--- config.mk ---
export PLATFORM = sky130hd
export DESIGN_NAME = jtag_scan_seq
export DESIGN_NICKNAME = d
export VERILOG_FILES = /design/src/rtl/jtag_seq_pkg.sv /design/src/rtl/jtag_tck_gen.sv /design/src/rtl/jtag_scan_shifter.sv /design/src/rtl/jtag_scan_ctrl.sv /design/src/rtl/jtag_scan_seq.sv
export SDC_FILE = /design/constraint.sdc
export NUM_CORES = 1
export LEC_CHECK = 0
export BUFFER_PORTS_ARGS = -buffer_cell sky130_fd_sc_hd__buf_2
export CAP_MARGIN = 30
export CORE_AREA = 2 2 113 115
export CTS_BUF_LIST = sky130_fd_sc_hd__clkbuf_2 sky130_fd_sc_hd__clkbuf_4 sky130_fd_sc_hd__clkbuf_8
export DETAILED_ROUTE_END_ITERATION = 10
export DIE_AREA = 0 0 115 117
export GPL_TIMING_DRIVEN = 0
export PLACE_DENSITY = 0.8
export SLEW_MARGIN = 5
export SYNTH_ARGS = -nofsm -noshare
export SYNTH_HDL_FRONTEND = slang
export SYNTH_SLANG_ARGS = --single-unit
export TNS_END_PERCENT = 5
--- constraint.sdc ---
create_clock -name clk -period 3.4 [get_ports clk]
set_input_delay 0.34 -clock clk [delete_from_list [all_inputs] [get_ports clk]]
set_output_delay 0.34 -clock clk [all_outputs]
set_load 0.1 [all_outputs]
--- src/rtl/jtag_seq_pkg.sv ---
// Package: shared types and constants of the JTAG host scan sequencer.
// Assumes: a TAP with the standard 16-state controller.
package jtag_seq_pkg;

    // Segments of a scan; each segment is a run of TCK cycles with a TMS rule.
    typedef enum logic [2:0] {
        SEG_IDLE   = 3'd0,
        SEG_RESET  = 3'd1,
        SEG_SETTLE = 3'd2,
        SEG_TO_IR  = 3'd3,
        SEG_TO_DR  = 3'd4,
        SEG_SHIFT  = 3'd5,
        SEG_EXIT   = 3'd6
    } seg_e;

    localparam int RESET_CYCLES = 6;   // TMS-high cycles to force Test-Logic-Reset
    localparam int TO_IR_CYCLES = 4;   // 1,1,0,0
    localparam int TO_DR_CYCLES = 3;   // 1,0,0
    localparam int EXIT_CYCLES  = 2;   // 1,0

endpackage

--- src/rtl/jtag_tck_gen.sv ---
// Module: jtag_tck_gen
// Makes TCK from the system clock divided by DIV (even, >= 2) while run_i is high.
// It flags in the same cycle the system-clock edges at which TCK rises or falls.
// Assumes: run_i drops only in the cycle after a falling event, so TCK stops low.
module jtag_tck_gen #(
    parameter int DIV = 4
) (
    input  logic clk,
    input  logic rst_n,
    input  logic run_i,
    output logic tck_o,
    output logic rise_o,
    output logic fall_o
);
    localparam int HALF = DIV / 2;
    localparam int CW   = (HALF > 1) ? $clog2(HALF) : 1;

    logic [CW-1:0] ph_q;
    logic          tck_q;
    logic          edge_w;

    assign edge_w = run_i && (ph_q == CW'(HALF - 1));
    assign rise_o = edge_w && !tck_q;
    assign fall_o = edge_w && tck_q;
    assign tck_o  = tck_q;

    // Half-period counter and TCK toggle flop.
    always_ff @(posedge clk) begin
        if (!rst_n || !run_i) begin
            ph_q  <= '0;
            tck_q <= 1'b0;
        end else if (edge_w) begin
            ph_q  <= '0;
            tck_q <= ~tck_q;
        end else begin
            ph_q  <= ph_q + CW'(1);
        end
    end

    // once the run request is gone, TCK is low.
    p_stop_low_r10: assert property (@(posedge clk) disable iff (!rst_n)
        !run_i |=> !tck_o);

endmodule

--- src/rtl/jtag_scan_shifter.sv ---
// Module: jtag_scan_shifter
// Holds the transmit vector and collects the receive vector, one bit per shift cycle.
// Bits are addressed by idx_i rather than shifted, so no register moves per TCK.
// Assumes: idx_i < W whenever sh_i or cap_i is high.
module jtag_scan_shifter #(
    parameter int W  = 64,
    parameter int IW = 6
) (
    input  logic          clk,
    input  logic          rst_n,
    input  logic          load_i,
    input  logic [W-1:0]  vec_i,
    input  logic          sh_i,
    input  logic          cap_i,
    input  logic [IW-1:0] idx_i,
    input  logic          tdo_i,
    output logic          tdi_o,
    output logic [W-1:0]  rx_o
);
    logic [W-1:0] tx_q;
    logic [W-1:0] rx_q;

    assign tdi_o = sh_i ? tx_q[idx_i] : 1'b0;
    assign rx_o  = rx_q;

    // Load the outgoing vector and clear the incoming one on request accept; capture TDO.
    always_ff @(posedge clk) begin
        if (!rst_n) begin
            tx_q <= '0;
            rx_q <= '0;
        end else if (load_i) begin
            tx_q <= vec_i;
            rx_q <= '0;
        end else if (cap_i) begin
            rx_q[idx_i] <= tdo_i;
        end
    end

    // an accepted request leaves the receive vector empty in the next cycle.
    p_rx_clear_r8: assert property (@(posedge clk) disable iff (!rst_n)
        load_i |=> (rx_o == '0));

endmodule

--- src/rtl/jtag_scan_ctrl.sv ---
// Module: jtag_scan_ctrl
// Checks requests, then walks the segment sequence one TCK cycle at a time.
// It advances on falling TCK events and produces TMS, the shift index and the strobes.
// Assumes: fall_i/rise_i come from a TCK generator that runs only while busy_o is high.
module jtag_scan_ctrl
    import jtag_seq_pkg::*;
#(
    parameter int IR_BITS = 6,
    parameter int MAX_DR  = 64,
    parameter int LW      = 7,
    parameter int IW      = 6
) (
    input  logic          clk,
    input  logic          rst_n,
    input  logic          start_i,
    input  logic          kind_i,
    input  logic [1:0]    chain_i,
    input  logic [LW-1:0] len_i,
    input  logic          rise_i,
    input  logic          fall_i,
    output logic          busy_o,
    output logic          done_o,
    output logic          err_o,
    output logic          tms_o,
    output logic          load_o,
    output logic          sh_o,
    output logic          cap_o,
    output logic [IW-1:0] idx_o
);
    seg_e          seg_q;
    seg_e          seg_nxt;
    logic [LW-1:0] cnt_q;
    logic [LW-1:0] last_q;
    logic [LW-1:0] seg_end;
    logic          done_q;
    logic          err_q;
    logic          idle_tms_q;
    logic          req_ok;
    logic          seg_tms;

    // Request check: chain index 1 or 2, or a scan length within 1..MAX_DR.
    always_comb begin
        if (kind_i)
            req_ok = (len_i != '0) && (len_i <= LW'(MAX_DR));
        else
            req_ok = (chain_i == 2'd1) || (chain_i == 2'd2);
    end

    // Length of the current segment (last count value) and its successor.
    always_comb begin
        seg_end = '0;
        seg_nxt = SEG_IDLE;
        unique case (seg_q)
            SEG_RESET:  begin seg_end = LW'(RESET_CYCLES - 1); seg_nxt = SEG_SETTLE; end
            SEG_SETTLE: begin seg_end = '0;                    seg_nxt = SEG_TO_IR;  end
            SEG_TO_IR:  begin seg_end = LW'(TO_IR_CYCLES - 1); seg_nxt = SEG_SHIFT;  end
            SEG_TO_DR:  begin seg_end = LW'(TO_DR_CYCLES - 1); seg_nxt = SEG_SHIFT;  end
            SEG_SHIFT:  begin seg_end = last_q;                seg_nxt = SEG_EXIT;   end
            SEG_EXIT:   begin seg_end = LW'(EXIT_CYCLES - 1);  seg_nxt = SEG_IDLE;   end
            default:    begin seg_end = '0;                    seg_nxt = SEG_IDLE;   end
        endcase
    end

    // TMS value for the current TCK cycle of each segment.
    always_comb begin
        unique case (seg_q)
            SEG_RESET:  seg_tms = 1'b1;
            SEG_SETTLE: seg_tms = 1'b0;
            SEG_TO_IR:  seg_tms = (cnt_q < LW'(2));
            SEG_TO_DR:  seg_tms = (cnt_q == '0);
            SEG_SHIFT:  seg_tms = (cnt_q == last_q);
            SEG_EXIT:   seg_tms = (cnt_q == '0);
            default:    seg_tms = idle_tms_q;
        endcase
    end

    assign busy_o = (seg_q != SEG_IDLE);
    assign done_o = done_q;
    assign err_o  = err_q;
    assign tms_o  = seg_tms;
    assign load_o = (seg_q == SEG_IDLE) && start_i && req_ok;
    assign sh_o   = (seg_q == SEG_SHIFT);
    assign cap_o  = sh_o && rise_i;
    assign idx_o  = cnt_q[IW-1:0];

    // Segment sequencer: accepts in idle, steps one count per falling TCK event.
    always_ff @(posedge clk) begin
        if (!rst_n) begin
            seg_q      <= SEG_IDLE;
            cnt_q      <= '0;
            last_q     <= '0;
            done_q     <= 1'b0;
            err_q      <= 1'b0;
            idle_tms_q <= 1'b1;
        end else begin
            done_q <= 1'b0;
            err_q  <= 1'b0;
            if (seg_q == SEG_IDLE) begin
                if (start_i && req_ok) begin
                    seg_q  <= kind_i ? SEG_TO_DR : SEG_RESET;
                    cnt_q  <= '0;
                    last_q <= kind_i ? (len_i - LW'(1)) : LW'(IR_BITS - 1);
                end else if (start_i) begin
                    err_q <= 1'b1;
                end
            end else if (fall_i) begin
                if (cnt_q == seg_end) begin
                    seg_q <= seg_nxt;
                    cnt_q <= '0;
                    if (seg_q == SEG_EXIT) begin
                        done_q     <= 1'b1;
                        idle_tms_q <= 1'b0;
                    end
                end else begin
                    cnt_q <= cnt_q + LW'(1);
                end
            end
        end
    end

    // done is a single-cycle pulse that follows the end of busy.
    p_done_pulse_r11: assert property (@(posedge clk) disable iff (!rst_n)
        done_o |=> !done_o);
    p_done_after_busy_r11: assert property (@(posedge clk) disable iff (!rst_n)
        done_o |-> (!busy_o && $past(busy_o)));
    // a rejected request never starts a sequence.
    p_err_idle_r6: assert property (@(posedge clk) disable iff (!rst_n)
        err_o |-> !busy_o);

endmodule

--- src/rtl/jtag_scan_seq.sv ---
// Module: jtag_scan_seq (top)
// JTAG master: chain select by instruction load, or a data scan of 1..MAX_DR bits.
// Assumes: the attached TAP is in Run-Test/Idle before a data scan is requested.
module jtag_scan_seq #(
    parameter int CLK_DIV = 4,
    parameter int IR_BITS = 6,
    parameter int MAX_DR  = 64,
    parameter int LW      = $clog2(MAX_DR + 1)
) (
    input  logic              clk,
    input  logic              rst_n,
    input  logic              start_i,
    input  logic              kind_i,
    input  logic [1:0]        chain_i,
    input  logic [LW-1:0]     len_i,
    input  logic [MAX_DR-1:0] tx_i,
    output logic [MAX_DR-1:0] rx_o,
    output logic              busy_o,
    output logic              done_o,
    output logic              err_o,
    output logic              tck_o,
    output logic              tms_o,
    output logic              tdi_o,
    input  logic              tdo_i
);
    localparam int IW = (MAX_DR > 1) ? $clog2(MAX_DR) : 1;

    logic              rise_w;
    logic              fall_w;
    logic              load_w;
    logic              sh_w;
    logic              cap_w;
    logic [IW-1:0]     idx_w;
    logic [MAX_DR-1:0] vec_w;
    logic [IR_BITS-1:0] opcode_w;

    // Chain index n maps to user opcode n+1 (1 -> 0x02, 2 -> 0x03).
    assign opcode_w = IR_BITS'(chain_i) + IR_BITS'(1);
    assign vec_w    = kind_i ? tx_i : MAX_DR'(opcode_w);

    jtag_scan_ctrl #(
        .IR_BITS (IR_BITS),
        .MAX_DR  (MAX_DR),
        .LW      (LW),
        .IW      (IW)
    ) u_ctrl (
        .clk     (clk),
        .rst_n   (rst_n),
        .start_i (start_i),
        .kind_i  (kind_i),
        .chain_i (chain_i),
        .len_i   (len_i),
        .rise_i  (rise_w),
        .fall_i  (fall_w),
        .busy_o  (busy_o),
        .done_o  (done_o),
        .err_o   (err_o),
        .tms_o   (tms_o),
        .load_o  (load_w),
        .sh_o    (sh_w),
        .cap_o   (cap_w),
        .idx_o   (idx_w)
    );

    jtag_tck_gen #(
        .DIV (CLK_DIV)
    ) u_tck (
        .clk    (clk),
        .rst_n  (rst_n),
        .run_i  (busy_o),
        .tck_o  (tck_o),
        .rise_o (rise_w),
        .fall_o (fall_w)
    );

    jtag_scan_shifter #(
        .W  (MAX_DR),
        .IW (IW)
    ) u_shift (
        .clk    (clk),
        .rst_n  (rst_n),
        .load_i (load_w),
        .vec_i  (vec_w),
        .sh_i   (sh_w),
        .cap_i  (cap_w),
        .idx_i  (idx_w),
        .tdo_i  (tdo_i),
        .tdi_o  (tdi_o),
        .rx_o   (rx_o)
    );

    // TMS and TDI hold still while TCK is high.
    p_tms_hold_r10: assert property (@(posedge clk) disable iff (!rst_n)
        tck_o |-> ($stable(tms_o) && $stable(tdi_o)));
    // TCK is low whenever no sequence runs.
    p_tck_idle_low_r10: assert property (@(posedge clk) disable iff (!rst_n)
        !busy_o |-> !tck_o);

endmodule

# After elaboration in Yosys (flattened, before gate mapping)
# Index checks and enable logic that the tools add are counted.
[totals]
mem_bits_rw = 0
input_bits = 78
rom_bits = 0
out_inout_bits = 70
elab_cells = 87
n_memories = 0
latch_bits = 0
regBits = 150
[classes]
shift = 0
addsub = 4
mux = 23
n_div = 0
reduce_logical = 30
eq_ne = 11
bitwise = 5
n_lt_le_gt_ge = 4
mul = 0
[ops]
columns = ["op", "n"]
rows = [
  ["64-bit bitwise mux", 1],
  ["64-bit 2-to-1 mux", 1],
  ["7-bit 2-to-1 mux", 5],
  ["7-bit one-hot mux with 5 select lines", 1],
  ["3-bit 2-to-1 mux", 5],
  ["7-bit == test", 2],
  ["3-bit one-hot mux with 4 select lines", 1],
  ["3-bit == test, second input constant", 3],
  ["1-bit logical AND", 9],
  ["2-bit OR reduction", 4],
  ["7-bit by 1-bit adder with 7-bit output, second input constant", 1],
  ["7-bit <= comparator, second input constant", 1],
  ["7-bit logical NOT", 1],
  ["6-bit by 7-bit < comparator with 1-bit output, second input constant", 1],
  ["7-bit by 2-bit < comparator with 1-bit output, second input constant", 1],
  ["7-bit nonzero test", 1],
  ["7-bit by 1-bit subtractor with 7-bit output, second input constant", 1],
  ["1-bit binary-select mux with 6-bit select", 1],
  ["1-bit demux with 6-bit select", 1],
  ["3-bit by 2-bit == test with 1-bit output, second input constant", 2],
  ["6-bit by 1-bit >= comparator with 1-bit output, second input constant", 1],
  ["1-bit 2-to-1 mux", 6],
  ["1-bit NOT", 5],
  ["1-bit one-hot mux with 5 select lines", 1],
  ["other kinds (16)", 21],
]

# Longest topological paths before layout
[logic_depth]
ltp_word = 6
ltp_mapped = 10
depth_no_buf = 8

# By module
# From an unflattened synthesis, not the netlist that was laid out.
[unflattened]
cells_unflattened = 841
area_unflattened_um2 = 7572.3
[by_module_without_submodules]
columns = ["module", "area_per_inst_um2", "cells_each", "instances"]
rows = [
  ["jtag_scan_shifter", 5567.8, 584, 1],
  ["jtag_scan_ctrl", 1423.9, 175, 1],
  ["jtag_scan_seq", 505.5, 73, 1],
  ["jtag_tck_gen", 75.1, 9, 1],
]

# Worst setup path after synthesis
# Ideal clock, no wire load.
[synth_path]
kind = "flip-flop to output port"
start = "register u_ctrl.cnt_q[1]"
end = "output tdi_o"
stages_incl_launch_ff = 9
path_buffers = 2
path_slack_ns = 0.057
t_arrival_ns = 3.003
path_cell_list = "dfxtp_1 buf_2 buf_4 inv_1 nor3_1 a21oi_1 a211oi_1 a31oi_1 a21oi_1"
[synth_via]
elab_chain_cells = 3
[synth_rtl]
columns = ["element", "line", "text"]
rows = [
  ["start: declaration", "jtag_scan_ctrl.sv:32", "logic [LW-1:0] cnt_q;"],
  ["start signal: assignment", "jtag_scan_ctrl.sv:115", "cnt_q <= cnt_q + LW'(1);"],
  ["1-bit binary-select mux with 6-bit select", "jtag_scan_shifter.sv:23", "assign tdi_o = sh_i ? tx_q[idx_i] : 1'b0;"],
  ["1-bit 2-to-1 mux (not written as such)", "jtag_scan_shifter.sv:23", ""],
  ["1-bit 2-to-1 mux", "jtag_scan_shifter.sv:23", ""],
  ["end: declaration", "jtag_scan_seq.sv:23", "output logic tdi_o,"],
]
# Every way passes these cells. The select of a mux whose other input is x is not followed.

# Worst setup path after layout
[layout_path]
start = "register u_ctrl.cnt_q[2]"
end = "output tms_o"
[layout_via]
elab_chain_cells = 2
[layout_rtl]
columns = ["element", "line", "text"]
rows = [
  ["7-bit by 2-bit < comparator with 1-bit output (tied with other cells)", "jtag_scan_ctrl.sv:69", "SEG_TO_IR: seg_tms = (cnt_q < LW'(2));"],
  ["1-bit one-hot mux with 5 select lines *", "jtag_scan_ctrl.sv:66", "unique case (seg_q)"],
  ["end: declaration", "jtag_scan_seq.sv:22", "output logic tms_o,"],
]
# Every way passes the cells marked *; elsewhere a longest branch is shown, timed or not.

==> impl_metrics.env <==
export IMPL_numCtsBuffers=17
export IMPL_hold_depth=2
export IMPL_nets=1022
export IMPL_grt_max_degree=17
export IMPL_status="finished, final reports clean"
export IMPL_synth_top_cell_area_share_pct=45.1
export IMPL_rr_worst_depth=8
export IMPL_ant_nets=0
export IMPL_grt_pass1_vias=5798
export IMPL_critPathArrivalTime_ns=2.87
export IMPL_fmax_mhz=312
export IMPL_drc=0
export IMPL_holdBufCountCts=0
export IMPL_synth_enable_flop_cells=0
export IMPL_critPathRequiredTime_ns=3.06
export IMPL_fin_crit_ns=3.21
export IMPL_fin_crit_sh_pct=94.3
export IMPL_ir_drop_uv=387
export IMPL_drt_pass1_iterations=6
export IMPL_drt_iter0_drc=742
export IMPL_final_cell_mix="buf_2, dfxtp_1, nand2_1"
export IMPL_cts_tree="done"
export IMPL_die_h_um=117
export IMPL_fin_cells=1101
export IMPL_drv_cap=0
export IMPL_ios=148
export IMPL_htree_levels=4
export IMPL_placed_area_um2=7570
export IMPL_cp_start_kind="flop"
export IMPL_setup_viol=0
export IMPL_dp_hpwl_um=13900
export IMPL_rows=41
export IMPL_skew_ns=0.0108
export IMPL_post_cts_setup_buffers=0
export IMPL_synthesis_instances=774
export IMPL_globalplace_congestion=0.855
export IMPL_avgRoutedWirePerCell_um=17.6
export IMPL_drive_gt1_share_pct=24.2
export IMPL_synth_seq_cells=150
export IMPL_cts_buffer_depth=2
export IMPL_async_reset_ff_share_pct=0
export IMPL_power_frac_comb_pct=11.0
export IMPL_syn_area_um2=6660
export IMPL_final_hold_violation_count=0
export IMPL_startpoint="u_ctrl.cnt_q[2]$_SDFFE_PN0P_"
export IMPL_cts_root_buf="clkbuf_8"
export IMPL_insertion_delay_ns=0.47
export IMPL_seq_power_share_pct=50.6
export IMPL_fin_ws_ns=0.194
export IMPL_intPower_mw=2.64
export IMPL_dpl_cell_count=1070
export IMPL_clkTransAtPathRegs_ns=0.08
export IMPL_fillers=1076
export IMPL_core_area_um2=12300
export IMPL_ff2ff_setup_slack_ns=1.07
export IMPL_reg2reg_to="u_shift.rx_o[52]$_SDFFE_PP0P_"
export IMPL_critPathCapture="tms_o"
export IMPL_diodes=0
export IMPL_end_kind="output port"
export IMPL_total_leakage_power_nw=3.16
export IMPL_synth_area_top_cells="dfxtp_1, a22o_1, a21oi_1"
export IMPL_initial_utilization_pct=54.1
export IMPL_switching_power_uw=978
export IMPL_antenna_found_initial=0
export IMPL_pre_cts_ws_ns=0.526
export IMPL_synth_flop_cell="dfxtp_1"
export IMPL_syn_nets=857
export IMPL_viasPerCell=6.02
export IMPL_p_total_mw=3.62
export IMPL_worstHoldPathType="input port to flop"
export IMPL_ys_warn_count=0
export IMPL_dr_total_vias=6628
export IMPL_grt_pass1_wl_um=29900
export IMPL_p_sw_share_pct=27.0
export IMPL_slew_viol_final=0
export IMPL_tightest_slew_ns=0.661
export IMPL_clock_sinks=150
export IMPL_wl_um=19300
export IMPL_relSlewSlack_pct=55.9
export IMPL_power_per_cell_area_nw_per_um2=454
export IMPL_fin_area_um2=7980
export IMPL_ys_seq_area_share_pct=45.1
export IMPL_cp_max_fo=10
export IMPL_io_buffers=146
export IMPL_die_w_um=115
export IMPL_yosysTopAreaCell="dfxtp_1"
export IMPL_grt_use_total_pct=28.6
export IMPL_clockPowerShare_pct=38.3
export IMPL_grt_ovfl_total=0
export IMPL_area_growth_pct=19.8
export IMPL_final_common_cell="buf_2"
export IMPL_dieArea_um2=13500
export IMPL_path_class="flop to output port"
export IMPL_r2r_start="u_ctrl.cnt_q[1]$_SDFFE_PN0P_"
export IMPL_synth_cell_types=62
export IMPL_avgSynthCellArea_um2=8.60
worst min path at each step:
| stage | startpoint | to |
|---|---|---|
| final | tx_i[32] | u_shift.tx_q[32]$_SDFFE_PN0P_ |
| after global routing | tx_i[12] | u_shift.tx_q[12]$_SDFFE_PN0P_ |
| after CTS | tx_i[17] | u_shift.tx_q[17]$_SDFFE_PN0P_ |
| after detailed placement | u_ctrl.idle_tms_q$_SDFFE_PN1P_ | u_ctrl.idle_tms_q$_SDFFE_PN1P_ |
| after global placement | u_tck.ph_q$_SDFF_PP0_ | u_tck.ph_q$_SDFF_PP0_ |
| after floorplan | u_tck.ph_q$_SDFF_PP0_ | u_tck.ph_q$_SDFF_PP0_ |
state kept, by name, indices dropped and copies added, names as in the netlist:
name	cells
u_ctrl.cnt_q	7
u_ctrl.done_o	1
u_ctrl.err_o	1
u_ctrl.idle_tms_q	1
u_ctrl.last_q	7
u_ctrl.seg_q	3
u_shift.rx_o	64
u_shift.tx_q	64
u_tck.ph_q	1
u_tck.tck_o	1
power by group through the flow:
| stage | Clock [mW] | Combinational [mW] | Sequential [mW] |
|---|---|---|---|
| after detailed placement | 0 | 0.394 | 1.87 |
| after global routing | 1.48 | 0.431 | 1.84 |
| after floorplan | 0 | 0.263 | 1.87 |
| after CTS | 1.39 | 0.395 | 1.83 |
| after global placement | 0 | 0.388 | 1.87 |
| final | 1.39 | 0.399 | 1.83 |
critical path, stage by stage (launching register included):
cell      delay, ns
dfxtp_1        0.41
buf_2          0.25
clkbuf_2       0.29
buf_1          0.41
xor2_1         0.13
nor3_1         0.19
nand3_1        0.12
a21oi_1        0.17
buf_2          0.45
final cells by class:
| class | instances | area (µm²) | area share [%] |
|---|---|---|---|
| multi-input cells | 544 | 3310 | 41.5 |
| flip-flops and latches | 150 | 3000 | 37.6 |
| repair buffers | 146 | 733 | 9.19 |
| plain buffers | 63 | 287 | 3.59 |
| clock buffers | 21 | 270 | 3.39 |
| well taps | 150 | 188 | 2.35 |
| clock inverters | 10 | 123 | 1.54 |
| inverters | 17 | 63.8 | 0.800 |
per-layer routing:
layer	global-route usage [%]	vias up	wire length, µm
li1	-	3133	-
met1	39.5	3117	8530
met2	43.9	328	8680
met3	6.54	50	1610
met4	10.9	0	527
met5	0	-	0
synthesized netlist by cell type, types with 4 or more instances:
library cell and n:
mux2_2 5, ha_1 5, nor2_2 4, nand4_1 4, nor3_1 12, xor2_1 7
nor2_1 21, nand2b_1 15, o21ai_0 40, nand3_1 74, o22ai_1 6, buf_2 23
a21oi_1 88, or3_1 5, xnor2_1 5, mux2i_1 9, inv_1 17, nand2_1 98
and2_1 9, a22oi_1 6, buf_4 5, nor2b_1 9, a221oi_1 5, buf_1 5
a22o_1 63, a221o_1 6, clkbuf_1 30, dfxtp_1 150
stage by stage:
stage / utilization, % / setup TNS, ns / hold WS [ns]
floorplan: - / 0 / 0.422
CTS: 64.7 / 0 / 0.0676
detailed placement: 61.5 / 0 / 0.446
finish: 64.8 / 0 / 0.0775
global route: 64.8 / -0.0165 / 0.0578
global placement: 61.5 / 0 / 0.431
cells by family after synthesis:
logic type      synth area share (%)
mux                             3.21
xor+xnor                        1.58
buf+inv                         5.23
compound gates                  23.9
simple gates                    20.1
fa+ha+maj                      0.940
flops                           45.1
what timing repair did:
| item | in CTS | in global routing |
|---|---|---|
| resized for setup | 0 | 7 |
| hold endpoints to repair | 0 | 0 |
| endpoints found under the setup margin | 0 | 2 |
(Power assumes the default switching activity.)
